### src/rtl/mmu_xlat_pkg.sv
package mmu_xlat_pkg;

    localparam int ASID_W = 8;

    typedef enum logic [2:0] {
        ST_IDLE,
        ST_LOOKUP,
        ST_FETCH_L1,
        ST_FETCH_L2,
        ST_RESP
    } xlat_state_e;

    typedef enum logic [1:0] {
        L1_FAULT,
        L1_TABLE,
        L1_SECTION
    } l1_kind_e;

    typedef struct packed {
        logic              valid;
        logic [ASID_W-1:0] asid;
        logic              section;
        logic [19:0]       vtag;
        logic [19:0]       ptag;
        logic              fault;
    } tlb_entry_t;

    typedef struct packed {
        logic              valid;
        logic [ASID_W-1:0] asid;
        logic [11:0]       region;
        logic [21:0]       tbase;
        logic              fault;
    } dir_entry_t;

    function automatic l1_kind_e l1_decode(input logic [31:0] d);
        case (d[1:0])
            2'b01:   return L1_TABLE;
            2'b10:   return L1_SECTION;
            default: return L1_FAULT;
        endcase
    endfunction

    function automatic logic tlb_match(input tlb_entry_t e, input logic [ASID_W-1:0] asid,
                                       input logic [31:0] va);
        logic tag_ok;
        tag_ok = e.section ? (e.vtag[19:8] == va[31:20]) : (e.vtag == va[31:12]);
        return e.valid && (e.asid == asid) && tag_ok;
    endfunction

    function automatic logic dir_match(input dir_entry_t e, input logic [ASID_W-1:0] asid,
                                       input logic [31:0] va);
        return e.valid && (e.asid == asid) && (e.region == va[31:20]);
    endfunction

    function automatic logic [31:0] tlb_pa(input tlb_entry_t e, input logic [31:0] va);
        return e.section ? {e.ptag[19:8], va[19:0]} : {e.ptag, va[11:0]};
    endfunction

    function automatic logic [31:0] l1_addr(input logic [31:0] root, input logic [31:0] va);
        return root + {18'b0, va[31:20], 2'b00};
    endfunction

    function automatic logic [31:0] l2_addr(input logic [21:0] tbase, input logic [31:0] va);
        return {tbase, va[19:12], 2'b00};
    endfunction

endpackage

### src/rtl/xlat_tlb.sv
module xlat_tlb
    import mmu_xlat_pkg::*;
#(
    parameter int ENTRIES = 8
) (
    input  logic              clk,
    input  logic              rst,
    input  logic [ASID_W-1:0] lk_asid,
    input  logic [31:0]       lk_va,
    output logic              lk_hit,
    output logic              lk_multi,
    output tlb_entry_t        lk_entry,
    input  logic              fill_en,
    input  tlb_entry_t        fill_entry
);
    localparam int IDX_W = (ENTRIES > 1) ? $clog2(ENTRIES) : 1;

    tlb_entry_t           ent_q [ENTRIES];
    logic [ENTRIES-1:0]   match;
    logic [IDX_W-1:0]     ptr_q;

    for (genvar g = 0; g < ENTRIES; g++) begin : g_cmp
        assign match[g] = tlb_match(ent_q[g], lk_asid, lk_va);
    end

    always_comb begin
        lk_entry = '0;
        for (int i = 0; i < ENTRIES; i++) begin
            if (match[i]) lk_entry = tlb_entry_t'(lk_entry | ent_q[i]);
        end
        lk_hit   = |match;
        lk_multi = $countones(match) > 1;
    end

    always_ff @(posedge clk) begin
        if (rst) begin
            ptr_q <= '0;
            for (int i = 0; i < ENTRIES; i++) ent_q[i] <= '0;
        end else if (fill_en) begin
            ent_q[ptr_q] <= fill_entry;
            ptr_q <= (ptr_q == IDX_W'(ENTRIES - 1)) ? '0 : ptr_q + 1'b1;
        end
    end

    // Every install carries a live entry
    assert_fill_live_R12: assert property (@(posedge clk) disable iff (rst)
        fill_en |-> fill_entry.valid);

    // An installed entry is found by a lookup for the address it was filled with
    assert_fill_visible_R3: assert property (@(posedge clk) disable iff (rst)
        (fill_en && fill_entry.asid == lk_asid && lk_va[31:12] == fill_entry.vtag)
            |=> ($stable(lk_asid) && $stable(lk_va)) -> lk_hit);
endmodule

### src/rtl/xlat_dir_cache.sv
module xlat_dir_cache
    import mmu_xlat_pkg::*;
#(
    parameter int ENTRIES = 4
) (
    input  logic              clk,
    input  logic              rst,
    input  logic [ASID_W-1:0] lk_asid,
    input  logic [31:0]       lk_va,
    output logic              lk_hit,
    output logic              lk_multi,
    output dir_entry_t        lk_entry,
    input  logic              fill_en,
    input  dir_entry_t        fill_entry
);
    localparam int IDX_W = (ENTRIES > 1) ? $clog2(ENTRIES) : 1;

    dir_entry_t           ent_q [ENTRIES];
    logic [ENTRIES-1:0]   match;
    logic [IDX_W-1:0]     ptr_q;

    for (genvar g = 0; g < ENTRIES; g++) begin : g_cmp
        assign match[g] = dir_match(ent_q[g], lk_asid, lk_va);
    end

    always_comb begin
        lk_entry = '0;
        for (int i = 0; i < ENTRIES; i++) begin
            if (match[i]) lk_entry = dir_entry_t'(lk_entry | ent_q[i]);
        end
        lk_hit   = |match;
        lk_multi = $countones(match) > 1;
    end

    always_ff @(posedge clk) begin
        if (rst) begin
            ptr_q <= '0;
            for (int i = 0; i < ENTRIES; i++) ent_q[i] <= '0;
        end else if (fill_en) begin
            ent_q[ptr_q] <= fill_entry;
            ptr_q <= (ptr_q == IDX_W'(ENTRIES - 1)) ? '0 : ptr_q + 1'b1;
        end
    end

    // Region entries are only filled after a miss, so at most one matches
    assert_dir_single_R11: assert property (@(posedge clk) disable iff (rst)
        $onehot0(match));

    // A fault marker never names a table base
    assert_marker_clean_R6: assert property (@(posedge clk) disable iff (rst)
        (fill_en && fill_entry.fault) |-> fill_entry.tbase == '0);
endmodule

### src/rtl/mmu_xlat_top.sv
module mmu_xlat_top
    import mmu_xlat_pkg::*;
#(
    parameter int TLB_ENTRIES = 8,
    parameter int DIR_ENTRIES = 4
) (
    input  logic              clk,
    input  logic              rst,
    input  logic              cfg_root_we,
    input  logic [31:0]       cfg_root,
    input  logic              cfg_asid_we,
    input  logic [ASID_W-1:0] cfg_asid,
    input  logic              req_valid,
    output logic              req_ready,
    input  logic [31:0]       req_va,
    input  logic              req_write,
    output logic              rsp_valid,
    input  logic              rsp_ready,
    output logic [31:0]       rsp_pa,
    output logic              rsp_fault,
    output logic              rsp_fatal,
    output logic              rsp_store_ok,
    output logic              mem_rd_req,
    output logic [31:0]       mem_rd_addr,
    input  logic              mem_rd_valid,
    input  logic [31:0]       mem_rd_data
);
    xlat_state_e       st_q;
    logic [31:0]       root_q;
    logic [ASID_W-1:0] asid_q;
    logic [31:0]       va_q;
    logic              wr_q;
    logic              halted_q;
    logic [31:0]       walk_addr_q;
    logic [31:0]       pa_q;
    logic              fault_q;
    logic              fatal_q;

    logic       tlb_hit, tlb_multi, tlb_fill_en;
    tlb_entry_t tlb_ent, tlb_fill;
    logic       dir_hit, dir_multi, dir_fill_en;
    dir_entry_t dir_ent, dir_fill;
    l1_kind_e   l1_kind;

    xlat_tlb #(.ENTRIES(TLB_ENTRIES)) u_tlb (
        .clk(clk), .rst(rst), .lk_asid(asid_q), .lk_va(va_q),
        .lk_hit(tlb_hit), .lk_multi(tlb_multi), .lk_entry(tlb_ent),
        .fill_en(tlb_fill_en), .fill_entry(tlb_fill)
    );

    xlat_dir_cache #(.ENTRIES(DIR_ENTRIES)) u_dir (
        .clk(clk), .rst(rst), .lk_asid(asid_q), .lk_va(va_q),
        .lk_hit(dir_hit), .lk_multi(dir_multi), .lk_entry(dir_ent),
        .fill_en(dir_fill_en), .fill_entry(dir_fill)
    );

    assign l1_kind = l1_decode(mem_rd_data);

    // Cache installs happen on the cycle a descriptor word arrives
    always_comb begin
        tlb_fill_en = 1'b0;
        tlb_fill    = '0;
        dir_fill_en = 1'b0;
        dir_fill    = '0;
        if (st_q == ST_FETCH_L1 && mem_rd_valid) begin
            case (l1_kind)
                L1_SECTION: begin
                    tlb_fill_en      = 1'b1;
                    tlb_fill.valid   = 1'b1;
                    tlb_fill.asid    = asid_q;
                    tlb_fill.section = 1'b1;
                    tlb_fill.vtag    = va_q[31:12];
                    tlb_fill.ptag    = {mem_rd_data[31:20], 8'b0};
                end
                L1_TABLE: begin
                    dir_fill_en     = 1'b1;
                    dir_fill.valid  = 1'b1;
                    dir_fill.asid   = asid_q;
                    dir_fill.region = va_q[31:20];
                    dir_fill.tbase  = mem_rd_data[31:10];
                end
                default: begin
                    dir_fill_en     = 1'b1;
                    dir_fill.valid  = 1'b1;
                    dir_fill.asid   = asid_q;
                    dir_fill.region = va_q[31:20];
                    dir_fill.fault  = 1'b1;
                end
            endcase
        end else if (st_q == ST_FETCH_L2 && mem_rd_valid) begin
            tlb_fill_en    = 1'b1;
            tlb_fill.valid = 1'b1;
            tlb_fill.asid  = asid_q;
            tlb_fill.vtag  = va_q[31:12];
            tlb_fill.ptag  = mem_rd_data[1] ? mem_rd_data[31:12] : 20'b0;
            tlb_fill.fault = !mem_rd_data[1];
        end
    end

    always_ff @(posedge clk) begin
        if (rst) begin
            st_q        <= ST_IDLE;
            root_q      <= '0;
            asid_q      <= '0;
            va_q        <= '0;
            wr_q        <= 1'b0;
            halted_q    <= 1'b0;
            walk_addr_q <= '0;
            pa_q        <= '0;
            fault_q     <= 1'b0;
            fatal_q     <= 1'b0;
        end else begin
            if (cfg_root_we) root_q <= cfg_root;
            if (cfg_asid_we) asid_q <= cfg_asid;
            case (st_q)
                ST_IDLE: begin
                    if (req_valid && !halted_q) begin
                        va_q    <= req_va;
                        wr_q    <= req_write;
                        pa_q    <= '0;
                        fault_q <= 1'b0;
                        fatal_q <= 1'b0;
                        st_q    <= ST_LOOKUP;
                    end
                end
                ST_LOOKUP: begin
                    if (tlb_multi) begin
                        fatal_q  <= 1'b1;
                        halted_q <= 1'b1;
                        st_q     <= ST_RESP;
                    end else if (tlb_hit) begin
                        fault_q <= tlb_ent.fault;
                        pa_q    <= tlb_ent.fault ? 32'b0 : tlb_pa(tlb_ent, va_q);
                        st_q    <= ST_RESP;
                    end else if (dir_multi) begin
                        fatal_q  <= 1'b1;
                        halted_q <= 1'b1;
                        st_q     <= ST_RESP;
                    end else if (dir_hit) begin
                        if (dir_ent.fault) begin
                            fault_q <= 1'b1;
                            st_q    <= ST_RESP;
                        end else begin
                            walk_addr_q <= l2_addr(dir_ent.tbase, va_q);
                            st_q        <= ST_FETCH_L2;
                        end
                    end else begin
                        walk_addr_q <= l1_addr(root_q, va_q);
                        st_q        <= ST_FETCH_L1;
                    end
                end
                ST_FETCH_L1: begin
                    if (mem_rd_valid) begin
                        case (l1_kind)
                            L1_TABLE: begin
                                walk_addr_q <= l2_addr(mem_rd_data[31:10], va_q);
                                st_q        <= ST_FETCH_L2;
                            end
                            L1_SECTION: begin
                                pa_q <= {mem_rd_data[31:20], va_q[19:0]};
                                st_q <= ST_RESP;
                            end
                            default: begin
                                fault_q <= 1'b1;
                                st_q    <= ST_RESP;
                            end
                        endcase
                    end
                end
                ST_FETCH_L2: begin
                    if (mem_rd_valid) begin
                        fault_q <= !mem_rd_data[1];
                        pa_q    <= mem_rd_data[1] ? {mem_rd_data[31:12], va_q[11:0]} : 32'b0;
                        st_q    <= ST_RESP;
                    end
                end
                ST_RESP: begin
                    if (rsp_ready) st_q <= ST_IDLE;
                end
                default: st_q <= ST_IDLE;
            endcase
        end
    end

    assign req_ready    = (st_q == ST_IDLE) && !halted_q;
    assign rsp_valid    = (st_q == ST_RESP);
    assign rsp_pa       = pa_q;
    assign rsp_fault    = fault_q;
    assign rsp_fatal    = fatal_q;
    assign rsp_store_ok = rsp_valid && wr_q && !fault_q && !fatal_q;
    assign mem_rd_req   = (st_q == ST_FETCH_L1) || (st_q == ST_FETCH_L2);
    assign mem_rd_addr  = walk_addr_q;

    assert_reset_quiet_R1: assert property (@(posedge clk) disable iff (rst)
        $fell(rst) |-> (!rsp_valid && !mem_rd_req && req_ready));

    assert_read_addr_hold_R3: assert property (@(posedge clk) disable iff (rst)
        (mem_rd_req && !mem_rd_valid) |=> (mem_rd_req && $stable(mem_rd_addr)));

    assert_rsp_hold_R13: assert property (@(posedge clk) disable iff (rst)
        (rsp_valid && !rsp_ready) |=> (rsp_valid && $stable(rsp_pa) && $stable(rsp_fault)));

    assert_single_outstanding_R13: assert property (@(posedge clk) disable iff (rst)
        (req_valid && req_ready) |=> !req_ready);

    assert_halt_after_fatal_R11: assert property (@(posedge clk) disable iff (rst)
        (rsp_valid && rsp_fatal) |=> !req_ready);

    assert_store_blocked_R10: assert property (@(posedge clk) disable iff (rst)
        (rsp_valid && (rsp_fault || rsp_fatal)) |-> !rsp_store_ok);
endmodule

### config.mk
export PLATFORM = sky130hd
export DESIGN_NAME = mmu_xlat_top
export DESIGN_NICKNAME = d
export VERILOG_FILES = /design/src/rtl/mmu_xlat_pkg.sv /design/src/rtl/xlat_tlb.sv /design/src/rtl/xlat_dir_cache.sv /design/src/rtl/mmu_xlat_top.sv
export SDC_FILE = /design/constraint.sdc
export NUM_CORES = 2
export LEC_CHECK = 0
export ABC_CLOCK_PERIOD_IN_PS = 11900
export BUFFER_PORTS_ARGS = -buffer_cell sky130_fd_sc_hd__buf_2
export CORE_ASPECT_RATIO = 1.4
export CORE_MARGIN = 3
export CORE_UTILIZATION = 35
export DETAILED_ROUTE_END_ITERATION = 6
export GPL_ROUTABILITY_DRIVEN = 1
export SYNTH_ARGS = -nofsm -noshare
export SYNTH_HDL_FRONTEND = slang
export SYNTH_SLANG_ARGS = --single-unit
### constraint.sdc
create_clock -name clk -period 11.9 [get_ports clk]
set_input_delay 2.38 -clock clk [delete_from_list [all_inputs] [get_ports clk]]
set_output_delay 2.38 -clock clk [all_outputs]
set_load 0.005 [all_outputs]
==> run summary <==
Initial Util - 35.5%
Unrepaired setup endpoints after global routing - no
Largest net degree at the start of global routing - 58
DIE AREA - 0.0998 mm^2
Fin. Hold Viols - 0
TritonCTS buffer count - 70
Antenna violations before repair - 4
CP max stage delay - 0.97 ns
Ports - 182
Area of the mapped netlist - 0.0336 mm^2
Max-slew violation count - 0
Syn_area_per_cell - 11.6 um^2
Gate Count Post-Synth - 2895
Worst Path Required - 12.45 ns
Largest family of logic cells by synthesized area - simple AND/OR/NAND/NOR gates
Max clock buf depth - 3
Critical Path Source - va_q[28]
Clk slew on worst S/H paths - 0.06 ns
Final Wtd Congestion - 0.826
Hold_sp - va_q[8]
Crit-path leading delay family - simple AND/OR/NAND/NOR gates
Drt wl/cell - 23.2 um
Synth unique cells - 70
Root Buffer - clkbuf_16
Number of enable flip-flop cells after synthesis - 584
Max-cap violations - 0
Fill count - 9121
Slew margin rel. - 13.8%
Layout area overhead - 12.0%
PostCTS Resize Cnt - 0
Crit path cell chain - buf_4 -> xor2_1 -> nor4_1 -> and4_1 -> ha_1 -> inv_1 -> fa_1 -> inv_1 -> fa_1 -> ha_1 -> inv_1 -> fa_1 -> nand2_1 -> or2_2 -> o21ai_1 -> o211a_1 -> nand3_1 -> or3_1 -> buf_4 -> nand2b_1 -> a22o_1
Simple-Gate Fraction of Synth Area - 15.0%
Cell Pwr Density - 156 mW/mm^2
Post-route ant nets - 0
Site Rows - 133
HP Class - flip-flop to flip-flop
Final setup fails - 0
DRC - 0
Fmax - 129 MHz
CP Capture Type - flip-flop
Gr usage total - 19.7%
Period utilisation layout - 65.3%
CP bufs+invs - 5
H-tree depth - 3
1st-iter DRT viols - 2064
Synth warn - 0
Worst EP arrival - 8.32 ns
DRT Pass-1 Iters - 6
Die W - 268 um
Clock insertion delay at the later pin of the skew report - 0.62 ns
Post-synthesis mux area share - 1.28%
Setup bufs post-CTS - 0
Slowest CP cell - and4_1
Total Routed Length - 99400 um
Post-DP HPWL - 63700 um
Critical Path Source Type - flip-flop
Pleak - 13.4 nW
Post-Synth XOR/XNOR Area - 8.71%
Post-synthesis sequential area ratio - 61.0%
#FFs+latches synth - 732
Crit-path max FO - 21
First-pass GRT wire length - 145000 um
Die height - 373 um
Nets - 3151
Most common cell after layout, fill and taps aside - edfxtp_1
Core Area - 0.0945 mm^2
Register area - 0.0205 mm^2
Outcome - finished, final reports clean
Reg-to-reg startpoint - va_q[28]
Kind of critical path - flip-flop to flip-flop
# hold bufs at CTS - 0
TNS Setup - 0 ns
Clk_skew - 0.0233 ns
Vias per inst - 5.38
Final min period - 7.77 ns
Setup ws final - 4.13 ns
Synth Area in Adders - 1.51%
Total congestion overflow - 0
TritonCTS clock tree - yes
Ys async rst share - 0%
Peak VDD IR - 91.8 uV
Compound-Gate Fraction of Synth Area - 8.27%
DP Worst Slack - 4.20 ns
Clock sinks - 732
Main flop type after synthesis - edfxtp_1
Final Util - 39.8%
Layout cell share with drive strength beyond 1 - 12.9%
Worst-Margin Slew - 1.29 ns
Most frequent cells in the layout - edfxtp_1, nor2_1, xnor2_1
Port Buffers - 173
Number of global-route vias before repair - 22551
Vias - 22993
Synthesized net count - 3044
Pwr Total - 5.87 mW
Multi-input gate area - 0.0118 mm^2
## kinds of logic after synthesis
family,Yosys count
XOR/XNOR,330
buffers and inverters,273
AND/OR/NAND/NOR,1117
AO/OA/AOI/OAI,363
multiplexers,43
adder cells (fa/ha/maj),37
flip-flops,732
## cell type report
| type | instances | share of cell area (%) |
|---|---|---|
| tap | 1215 | 4.04 |
| inverter | 72 | 0.718 |
| clock inverter | 37 | 0.768 |
| multi-input combinational | 1890 | 31.3 |
| timing repair buffer | 236 | 3.57 |
| antenna | 1 | 0.00665 |
| clock buffer | 92 | 5.10 |
| sequential | 732 | 54.5 |
## worst reg2reg max path, stage by stage, from the launching register on
cell	delay (ns)
dfxtp_1	0.65
buf_4	0.36
xor2_1	0.12
nor4_1	0.88
and4_1	0.97
ha_1	0.30
inv_1	0.06
fa_1	0.47
inv_1	0.06
fa_1	0.54
ha_1	0.14
inv_1	0.04
fa_1	0.48
nand2_1	0.07
or2_2	0.30
o21ai_1	0.17
o211a_1	0.66
nand3_1	0.15
or3_1	0.40
buf_4	0.25
nand2b_1	0.43
a22o_1	0.21
## synthesized netlist by cell type, types with 9 or more instances
library cell | count | area (um^2)
clkbuf_1 | 109 | 409
o21ai_0 | 24 | 120
xor2_1 | 103 | 902
nand4_1 | 67 | 419
a221o_1 | 12 | 120
nor3_1 | 10 | 50.1
o211ai_1 | 16 | 120
buf_4 | 27 | 203
inv_1 | 71 | 267
dfxtp_1 | 148 | 2960
a222oi_1 | 20 | 200
a31oi_1 | 17 | 106
nor2_1 | 582 | 2180
a221oi_1 | 22 | 193
o2111ai_1 | 9 | 78.8
a22oi_1 | 36 | 270
and3_1 | 19 | 119
a21oi_1 | 85 | 425
a311oi_2 | 11 | 165
buf_2 | 26 | 130
a22o_1 | 40 | 350
and4_1 | 16 | 140
nand3_1 | 39 | 195
nand2b_1 | 13 | 81.3
buf_6 | 35 | 394
edfxtp_1 | 584 | 17500
ha_1 | 31 | 388
and2_1 | 88 | 551
mux2i_1 | 43 | 430
xnor2_1 | 222 | 1940
nand2_1 | 217 | 815
nor4_1 | 33 | 206
## through the flow
step	hold WS, ns	instance area [um^2]	instances
after floorplan	0.432	33600	2895
after global placement	0.443	35400	4145
after detailed placement	0.446	35400	4145
after global routing	0.469	37600	4274
after CTS	0.455	37600	4274
final	0.455	37600	4275
## sequential cells by signal (all words and copies together) (netlist names)
| signal | count |
|---|---|
| u_tlb.ent_q | 408 |
| u_dir.ptr_q | 2 |
| rsp_pa | 32 |
| rsp_fatal | 1 |
| mem_rd_addr | 32 |
| halted_q | 1 |
| u_tlb.ptr_q | 3 |
| root_q | 32 |
| wr_q | 1 |
| asid_q | 8 |
| st_q | 3 |
| va_q | 32 |
| rsp_fault | 1 |
| u_dir.ent_q | 176 |
## path summary, 6_finish.rpt
path	to	slack (ns)	depth (start not counted)
setup reg to reg	rsp_pa[8]	4.13	21
setup / recovery	rsp_pa[8]	4.13	21
hold / removal	va_q[8]	0.45	2
hold reg to reg	va_q[8]	0.45	2
## per-layer routing
| layer | GRT usage, % | share of wire [%] | up-vias |
|---|---|---|---|
| li1 | - | - | 10465 |
| met1 | 24.4 | 39 | 11443 |
| met2 | 34.1 | 50 | 889 |
| met3 | 2.65 | 6.9 | 196 |
| met4 | 8.70 | 4.1 | 0 |
| met5 | 0 | 0 | - |
## report_power, final
group	leakage, nW	total [mW]	internal, mW	switching (mW)
clock network	1.08	2.19	1.23	0.967
registers	7.24	2.97	2.89	0.0884
logic	5.08	0.705	0.245	0.460
total	13.4	5.87	4.36	1.52
Power figures use the tool's default switching activity.
